<file path="src/rtl/dtw_pkg.sv">
package dtw_pkg;

    typedef enum logic [1:0] {
        ST_IDLE,
        ST_INIT,
        ST_RUN
    } dtw_state_e;

    // first column of the band for a row
    function automatic int band_lo(input int row, input int rad);
        return (row > rad) ? row - rad : 0;
    endfunction

    // last column of the band for a row
    function automatic int band_hi(input int row, input int rad, input int len);
        return (row + rad < len - 1) ? row + rad : len - 1;
    endfunction

endpackage

</file>
<file path="src/rtl/dtw_vec_mem.sv">
module dtw_vec_mem #(
    parameter int SAMP_W = 8,
    parameter int DEPTH  = 32,
    localparam int IDX_W = $clog2(DEPTH)
) (
    input  logic                     clk,
    input  logic                     wr_en,
    input  logic [IDX_W-1:0]         wr_addr,
    input  logic signed [SAMP_W-1:0] wr_data,
    input  logic [IDX_W-1:0]         rd_addr,
    output logic signed [SAMP_W-1:0] rd_data
);
    logic signed [SAMP_W-1:0] mem [DEPTH];

    always_ff @(posedge clk) begin
        if (wr_en) mem[wr_addr] <= wr_data;
    end

    assign rd_data = mem[rd_addr];

endmodule

</file>
<file path="src/rtl/dtw_row_buf.sv">
module dtw_row_buf #(
    parameter int ACC_W = 24,
    parameter int DEPTH = 32,
    localparam int IDX_W = $clog2(DEPTH)
) (
    input  logic             clk,
    input  logic             rst,
    input  logic             clr,
    input  logic             wr_en,
    input  logic [IDX_W-1:0] wr_idx,
    input  logic [ACC_W-1:0] wr_data,
    input  logic             swap,
    input  logic [IDX_W-1:0] rd_idx_a,
    input  logic [IDX_W-1:0] rd_idx_b,
    output logic [ACC_W-1:0] rd_data_a,
    output logic [ACC_W-1:0] rd_data_b
);
    localparam logic [ACC_W-1:0] SAT = '1;

    logic [ACC_W-1:0] rows [2][DEPTH];
    logic             cur_q;

    always_ff @(posedge clk) begin
        if (rst || clr) begin
            cur_q <= 1'b0;
            for (int k = 0; k < DEPTH; k++) begin
                rows[0][k] <= SAT;
                rows[1][k] <= SAT;
            end
        end else begin
            if (wr_en) rows[cur_q][wr_idx] <= wr_data;
            if (swap)  cur_q <= ~cur_q;
        end
    end

    assign rd_data_a = rows[~cur_q][rd_idx_a];
    assign rd_data_b = rows[~cur_q][rd_idx_b];

    assert_idx_range_R4: assert property (@(posedge clk) disable iff (rst)
        wr_en |-> (int'(wr_idx) < DEPTH));

endmodule

</file>
<file path="src/rtl/dtw_cell.sv">
module dtw_cell #(
    parameter int SAMP_W = 8,
    parameter int ACC_W  = 24
) (
    input  logic signed [SAMP_W-1:0] q_i,
    input  logic signed [SAMP_W-1:0] c_i,
    input  logic [ACC_W-1:0]         up_i,
    input  logic [ACC_W-1:0]         left_i,
    input  logic [ACC_W-1:0]         diag_i,
    input  logic                     origin_i,
    output logic [ACC_W-1:0]         cost_o
);
    localparam int SQ_W  = 2 * (SAMP_W + 1);
    localparam int SUM_W = ((ACC_W > SQ_W) ? ACC_W : SQ_W) + 1;
    localparam logic [ACC_W-1:0] SAT = '1;

    logic signed [SAMP_W:0] diff;
    logic [SAMP_W:0]        mag;
    logic [SQ_W-1:0]        sq;
    logic [ACC_W-1:0]       min_pred;
    logic [ACC_W-1:0]       base;
    logic [SUM_W-1:0]       sum;

    always_comb begin
        diff = $signed({q_i[SAMP_W-1], q_i}) - $signed({c_i[SAMP_W-1], c_i});
        mag  = diff[SAMP_W] ? -diff : diff;
        sq   = SQ_W'(mag) * SQ_W'(mag);
        min_pred = (up_i < left_i) ? up_i : left_i;
        if (diag_i < min_pred) min_pred = diag_i;
        base = origin_i ? '0 : min_pred;
        sum  = SUM_W'(sq) + SUM_W'(base);
        if ((!origin_i && min_pred == SAT) || sum > SUM_W'(SAT))
            cost_o = SAT;
        else
            cost_o = sum[ACC_W-1:0];
    end

    always_comb begin
        if (!origin_i) begin
            assert_cost_floor_R5: assert (cost_o >= min_pred);
        end
    end

endmodule

</file>
<file path="src/rtl/dtw_band_engine.sv">
module dtw_band_engine
    import dtw_pkg::*;
#(
    parameter int SAMP_W  = 8,
    parameter int ACC_W   = 24,
    parameter int MAX_LEN = 32,
    localparam int IDX_W  = $clog2(MAX_LEN),
    localparam int LEN_W  = $clog2(MAX_LEN + 1)
) (
    input  logic                     clk,
    input  logic                     rst,
    input  logic                     wr_en_i,
    input  logic                     wr_sel_i,
    input  logic [IDX_W-1:0]         wr_addr_i,
    input  logic signed [SAMP_W-1:0] wr_data_i,
    input  logic                     start_i,
    input  logic [LEN_W-1:0]         len_i,
    input  logic [LEN_W-1:0]         radius_i,
    input  logic [ACC_W-1:0]         threshold_i,
    output logic                     busy_o,
    output logic                     done_o,
    output logic                     abandoned_o,
    output logic [ACC_W-1:0]         distance_o
);
    localparam logic [ACC_W-1:0] SAT = '1;

    dtw_state_e        state_q;
    logic [IDX_W-1:0]  i_q, j_q;
    logic [LEN_W-1:0]  n_q, r_q;
    logic [ACC_W-1:0]  thr_q, left_q, rowmin_q, dist_q;
    logic              done_q, aband_q;

    int i_int, j_int, n_int, r_int, lo_cur, hi_cur, lo_next;
    logic up_ok, diag_ok, left_ok, origin, last_in_row, idle, len_ok;
    logic signed [SAMP_W-1:0] q_samp, c_samp;
    logic [ACC_W-1:0] prev_up, prev_diag, up_v, left_v, diag_v, cost, rowmin_nx;
    logic [IDX_W-1:0] diag_idx;

    always_comb begin
        i_int   = int'(i_q);
        j_int   = int'(j_q);
        n_int   = int'(n_q);
        r_int   = int'(r_q);
        lo_cur  = band_lo(i_int, r_int);
        hi_cur  = band_hi(i_int, r_int, n_int);
        lo_next = band_lo(i_int + 1, r_int);
        idle    = (state_q == ST_IDLE);
        len_ok  = (len_i != '0) && (int'(len_i) <= MAX_LEN);
        up_ok   = (i_int > 0) && (j_int <= i_int - 1 + r_int) && (i_int - 1 <= j_int + r_int);
        diag_ok = (i_int > 0) && (j_int > 0);
        left_ok = (j_int > lo_cur);
        origin  = (i_int == 0) && (j_int == 0);
        diag_idx = diag_ok ? j_q - IDX_W'(1) : '0;
        up_v    = up_ok   ? prev_up   : SAT;
        diag_v  = diag_ok ? prev_diag : SAT;
        left_v  = left_ok ? left_q    : SAT;
        last_in_row = (j_int == hi_cur);
        rowmin_nx = (j_int == lo_cur) ? cost : ((cost < rowmin_q) ? cost : rowmin_q);
    end

    dtw_vec_mem #(.SAMP_W(SAMP_W), .DEPTH(MAX_LEN)) u_qmem (
        .clk(clk), .wr_en(wr_en_i && !wr_sel_i && idle), .wr_addr(wr_addr_i),
        .wr_data(wr_data_i), .rd_addr(i_q), .rd_data(q_samp));

    dtw_vec_mem #(.SAMP_W(SAMP_W), .DEPTH(MAX_LEN)) u_cmem (
        .clk(clk), .wr_en(wr_en_i && wr_sel_i && idle), .wr_addr(wr_addr_i),
        .wr_data(wr_data_i), .rd_addr(j_q), .rd_data(c_samp));

    dtw_row_buf #(.ACC_W(ACC_W), .DEPTH(MAX_LEN)) u_rows (
        .clk(clk), .rst(rst), .clr(state_q == ST_INIT),
        .wr_en(state_q == ST_RUN), .wr_idx(j_q), .wr_data(cost),
        .swap((state_q == ST_RUN) && last_in_row),
        .rd_idx_a(j_q), .rd_idx_b(diag_idx),
        .rd_data_a(prev_up), .rd_data_b(prev_diag));

    dtw_cell #(.SAMP_W(SAMP_W), .ACC_W(ACC_W)) u_cell (
        .q_i(q_samp), .c_i(c_samp), .up_i(up_v), .left_i(left_v),
        .diag_i(diag_v), .origin_i(origin), .cost_o(cost));

    always_ff @(posedge clk) begin
        if (rst) begin
            state_q  <= ST_IDLE;
            i_q      <= '0;
            j_q      <= '0;
            n_q      <= '0;
            r_q      <= '0;
            thr_q    <= '0;
            left_q   <= SAT;
            rowmin_q <= SAT;
            dist_q   <= '0;
            done_q   <= 1'b0;
            aband_q  <= 1'b0;
        end else begin
            done_q <= 1'b0;
            unique case (state_q)
                ST_IDLE: if (start_i && len_ok) begin
                    n_q     <= len_i;
                    r_q     <= radius_i;
                    thr_q   <= threshold_i;
                    i_q     <= '0;
                    j_q     <= '0;
                    state_q <= ST_INIT;
                end
                ST_INIT: state_q <= ST_RUN;
                ST_RUN: begin
                    left_q   <= cost;
                    rowmin_q <= rowmin_nx;
                    if (last_in_row) begin
                        if (rowmin_nx > thr_q) begin
                            done_q  <= 1'b1;
                            aband_q <= 1'b1;
                            state_q <= ST_IDLE;
                        end else if (i_int == n_int - 1) begin
                            done_q  <= 1'b1;
                            aband_q <= 1'b0;
                            dist_q  <= cost;
                            state_q <= ST_IDLE;
                        end else begin
                            i_q <= i_q + IDX_W'(1);
                            j_q <= IDX_W'(lo_next);
                        end
                    end else begin
                        j_q <= j_q + IDX_W'(1);
                    end
                end
                default: state_q <= ST_IDLE;
            endcase
        end
    end

    assign busy_o      = !idle;
    assign done_o      = done_q;
    assign abandoned_o = aband_q;
    assign distance_o  = dist_q;

    assert_busy_after_start_R2: assert property (@(posedge clk) disable iff (rst)
        (idle && start_i && len_ok) |=> busy_o);
    assert_done_pulse_R7: assert property (@(posedge clk) disable iff (rst)
        done_o |=> !done_o);
    assert_done_not_busy_R7: assert property (@(posedge clk) disable iff (rst)
        done_o |-> !busy_o);
    assert_result_hold_R7: assert property (@(posedge clk) disable iff (rst)
        (idle && $past(state_q) == ST_IDLE) |-> ($stable(distance_o) && $stable(abandoned_o)));
    assert_cell_in_band_R4: assert property (@(posedge clk) disable iff (rst)
        (state_q == ST_RUN) |-> (j_int >= lo_cur && j_int <= hi_cur && i_int < n_int));

endmodule

</file>
<file path="config.mk">
export PLATFORM = sky130hd
export DESIGN_NAME = dtw_band_engine
export DESIGN_NICKNAME = d
export VERILOG_FILES = /design/src/rtl/dtw_pkg.sv /design/src/rtl/dtw_vec_mem.sv /design/src/rtl/dtw_row_buf.sv /design/src/rtl/dtw_cell.sv /design/src/rtl/dtw_band_engine.sv
export SDC_FILE = /design/constraint.sdc
export NUM_CORES = 2
export LEC_CHECK = 0
export BUFFER_PORTS_ARGS = -buffer_cell sky130_fd_sc_hd__buf_4
export CAP_MARGIN = 20
export CORE_MARGIN = 2
export CORE_UTILIZATION = 50
export CTS_CLUSTER_SIZE = 25
export DETAILED_ROUTE_END_ITERATION = 12
export GPL_ROUTABILITY_DRIVEN = 0
export PLACE_DENSITY = 0.73
export SLEW_MARGIN = 40
export SYNTH_ARGS = -nofsm -noshare
export SYNTH_HDL_FRONTEND = slang
export SYNTH_HIERARCHICAL = 1
export SYNTH_SLANG_ARGS = --single-unit
export TNS_END_PERCENT = 20
</file>
<file path="constraint.sdc">
create_clock -name clk -period 18.3 [get_ports clk]
set_input_delay 0.915 -clock clk [delete_from_list [all_inputs] [get_ports clk]]
set_output_delay 0.915 -clock clk [all_outputs]
set_load 0.03 [all_outputs]
</file>
==> summary.md <==
- **outcome** finished clean
- **clock tree buffer depth** 3
- **share of Yosys cell area claimed by the top area cell type** 0.526
- **share of post-route cells with drive strength above 1** 0.289
- **number of enable flip-flop cells after synthesis** 2048
- **clock root buffer** clkbuf_16
- **total routing resource utilization after global routing** 0.304
- **post-route setup slack** 1.05 ns
- **io pins** 81
- **Detailed Routing Iterations Pass 1** 6
- **maximum clock frequency** 58.0 MHz
- **antenna viol nets, final** 0
- **synthesized instance count** 8010
- **data arrival at the endpoint of the critical path** 17.99 ns
- **fraction of the cycle the final worst path needs** 0.943
- **max-cap violation count** 0
- **total number of yosys warnings** 6
- **number of nets in the finished design** 8005
- **estimated wirelength of the detail-placed design** 226 mm
- **Filler Cells Inserted** 18000
- **summed instance area of the synthesized netlist** 117000 um2
- **share of synthesized area occupied by flip-flops and latches** 0.547
- **Final Max Slew Viols** 0
- **Synth Area per Inst** 14.6 um2
- **deepest level of the CTS H-tree** 4
- **# resized after CTS** 0
- **total count of hold-check failures in the final report** 0
- **Slew headroom** 0.283
- **largest cells by area after synthesis** edfxtp_1, mux4_2, or3_1, or2_2, ha_1
- **initial cell density of the core** 0.503
- **Synth area leader** edfxtp_1
- **async set or reset register ratio after synthesis** 0
- **number of I/O port buffers** 80
- **die area** 238000 um2
- **slew at the pin closest to its max-slew limit** 1.05 ns
- **worst path required time** 19.04 ns
- **wire length per cell after detailed routing** 33.5 um
- **Max VDD drop** 0.000298 V
- **Clock Skew** 0.0658 ns
- **width of the chip** 488 um
- **Hold Crit Class** in2reg
- **initial drt markers** 11200
- **time the worst path needs with I/O delays and setup** 17.25 ns
- **Crit Path Category** reg2reg
- **initial antenna violation count** 18
- **die span in y** 488 um
- **Post-Place Worst Slack** 1.38 ns
- **top flip-flop cell by instance count after synthesis** edfxtp_1
- **critical-path cell with the highest stage delay** dfxtp_4
- **Layout Cells excl Fill** 10900
- **Power Dens Cells** 97.7 nW/um2
- **setup_tns** 0 ns
- **via density per instance** 7.07
- **startpoint types** flip-flop
- **clock tree from TritonCTS** done
- **CTS hold repair buffers** 0
- **vias in the first global route** 75200
- **kind of end point of the critical path** flip-flop
- **GRT overflow** 0
- **Critical Path Fanout Max** 46
- **total power of the final layout** 12.5 mW
- **most used standard cell by instance count after synthesis** edfxtp_1
- **most used standard cells in the synthesized netlist** edfxtp_1, or3_1, mux4_2
- **largest net degree at the start of global routing** 124
- **Core Area** 233000 um2
- **leakage power** 33.2 nW
- **number of synthesized register bits** 2171
- **DRC Markers** 0
- **area growth from synthesis to final layout** 9.39%
- **RSZ-0062 raised after global routing** no
- **wire length of the first global-routing pass** 527 mm
- **DP Cell Count** 10500
- **clock insertion delay at the later pin of the skew report** 0.92 ns
- **Clk pin slew, worst setup/hold paths** 0.06 ns
- **Num Clock Sinks** 2171
- **vias post-DR** 77300
- **count of standard-cell rows** 177
- **number of distinct library cells after synthesis** 100
- **Post-CTS Setup Inserts** 0
- **biggest cell delay along the critical path** 0.91 ns
- **Routed WL** 367 mm
- **number of setup violations in the final report** 0
- **number of buffers inserted during clock tree synthesis** 211
report_power, final:
| part | switching (mW) | internal [mW] |
|---|---|---|
| clock network | 2.00 | 2.50 |
| logic | 1.98 | 0.566 |
| registers | 0.0153 | 5.45 |
registers in the layout, indices dropped and copies added, names as in the netlist, 24 cells and up:
| name | flops |
|---|---|
| u_rows/rows | 1536 |
| u_cmem/mem | 256 |
| u_qmem/mem | 256 |
| distance_o | 24 |
| left_q | 24 |
| rowmin_q | 24 |
| thr_q | 24 |
cells by family after synthesis:
| kind of cell | count (synthesis) | synth area share |
|---|---|---|
| buffers and inverters | 1063 | 0.0398 |
| AO/OA/AOI/OAI | 765 | 0.0447 |
| AND/OR/NAND/NOR | 2397 | 0.119 |
| XOR/XNOR | 68 | 0.00534 |
| multiplexers | 1293 | 0.214 |
| flip-flops | 2171 | 0.547 |
| adder cells (fa/ha/maj) | 252 | 0.0302 |
| other | 1 | 0.0000321 |
per-stage QoR:
stage | utilization | hold WS [ns] | instance area [um2]
finish | 0.550 | 0.257 | 128000
global route | 0.550 | 0.241 | 128000
CTS | 0.549 | 0.208 | 128000
detailed placement | 0.518 | 0.450 | 121000
global placement | 0.517 | 0.441 | 120000
floorplan | - | 0.428 | 117000
placed cells by master (no fill, tap or decap), drive strengths merged, types with 41 or more instances in the layout:
cell type / netlist / routed
a22oi: 73 / 73
nand3: 41 / 41
inv: 209 / 215
nor2b: 49 / 49
clkbuf: 578 / 247
dfxtp: 123 / 123
mux2i: 244 / 244
nor3: 41 / 41
o22ai: 75 / 75
buf: 276 / 324
edfxtp: 2048 / 2048
or3: 1168 / 1168
clkinv: 0 / 107
nand4: 40 / 41
mux2: 94 / 94
mux4: 955 / 955
nand2: 215 / 215
a21oi: 171 / 171
ha: 201 / 201
nor2: 222 / 222
or2: 416 / 416
nand2b: 97 / 97
fa: 51 / 51
o21ai: 142 / 142
critical path, delay by kind of cell, from the launching register on:
kind / cells / cell delay (ns)
compound gates: 20 / 6.97
fa+ha+maj: 6 / 2.17
buf+inv: 5 / 1.74
flops: 1 / 0.91
mux: 4 / 1.72
simple gates: 15 / 3.44
final cells by class:
type	instances	area (um2)	area share
sequential	2171	64000	0.500
multi-input combinational	4781	49300	0.385
clock buffer	246	5450	0.0426
tap	3043	3810	0.0298
timing repair buffer	325	2960	0.0231
clock inverter	143	1650	0.0129
inverter	209	785	0.00613
antenna	16	40.0	0.000313
final timing paths:
check               startpoint        endpoint  slack (ns)  cells after the start
setup / recovery  u_rows/cur_q  distance_o[12]        1.05                     50
setup reg to reg  u_rows/cur_q  distance_o[12]        1.05                     50
hold reg to reg      thr_q[18]       thr_q[18]        0.46                      2
hold / removal     radius_i[2]          r_q[2]        0.26                      3
routing by layer:
metal,up-vias,GRT usage,routed length [um],share of wire
li1,30900,-,-,-
met1,39300,0.387,126000,0.34
met2,5925,0.457,166000,0.45
met3,1108,0.0946,49000,0.13
met4,12,0.185,25400,0.069
met5,-,0.00469,219,0.00060
Power figures use the tool's default switching activity.
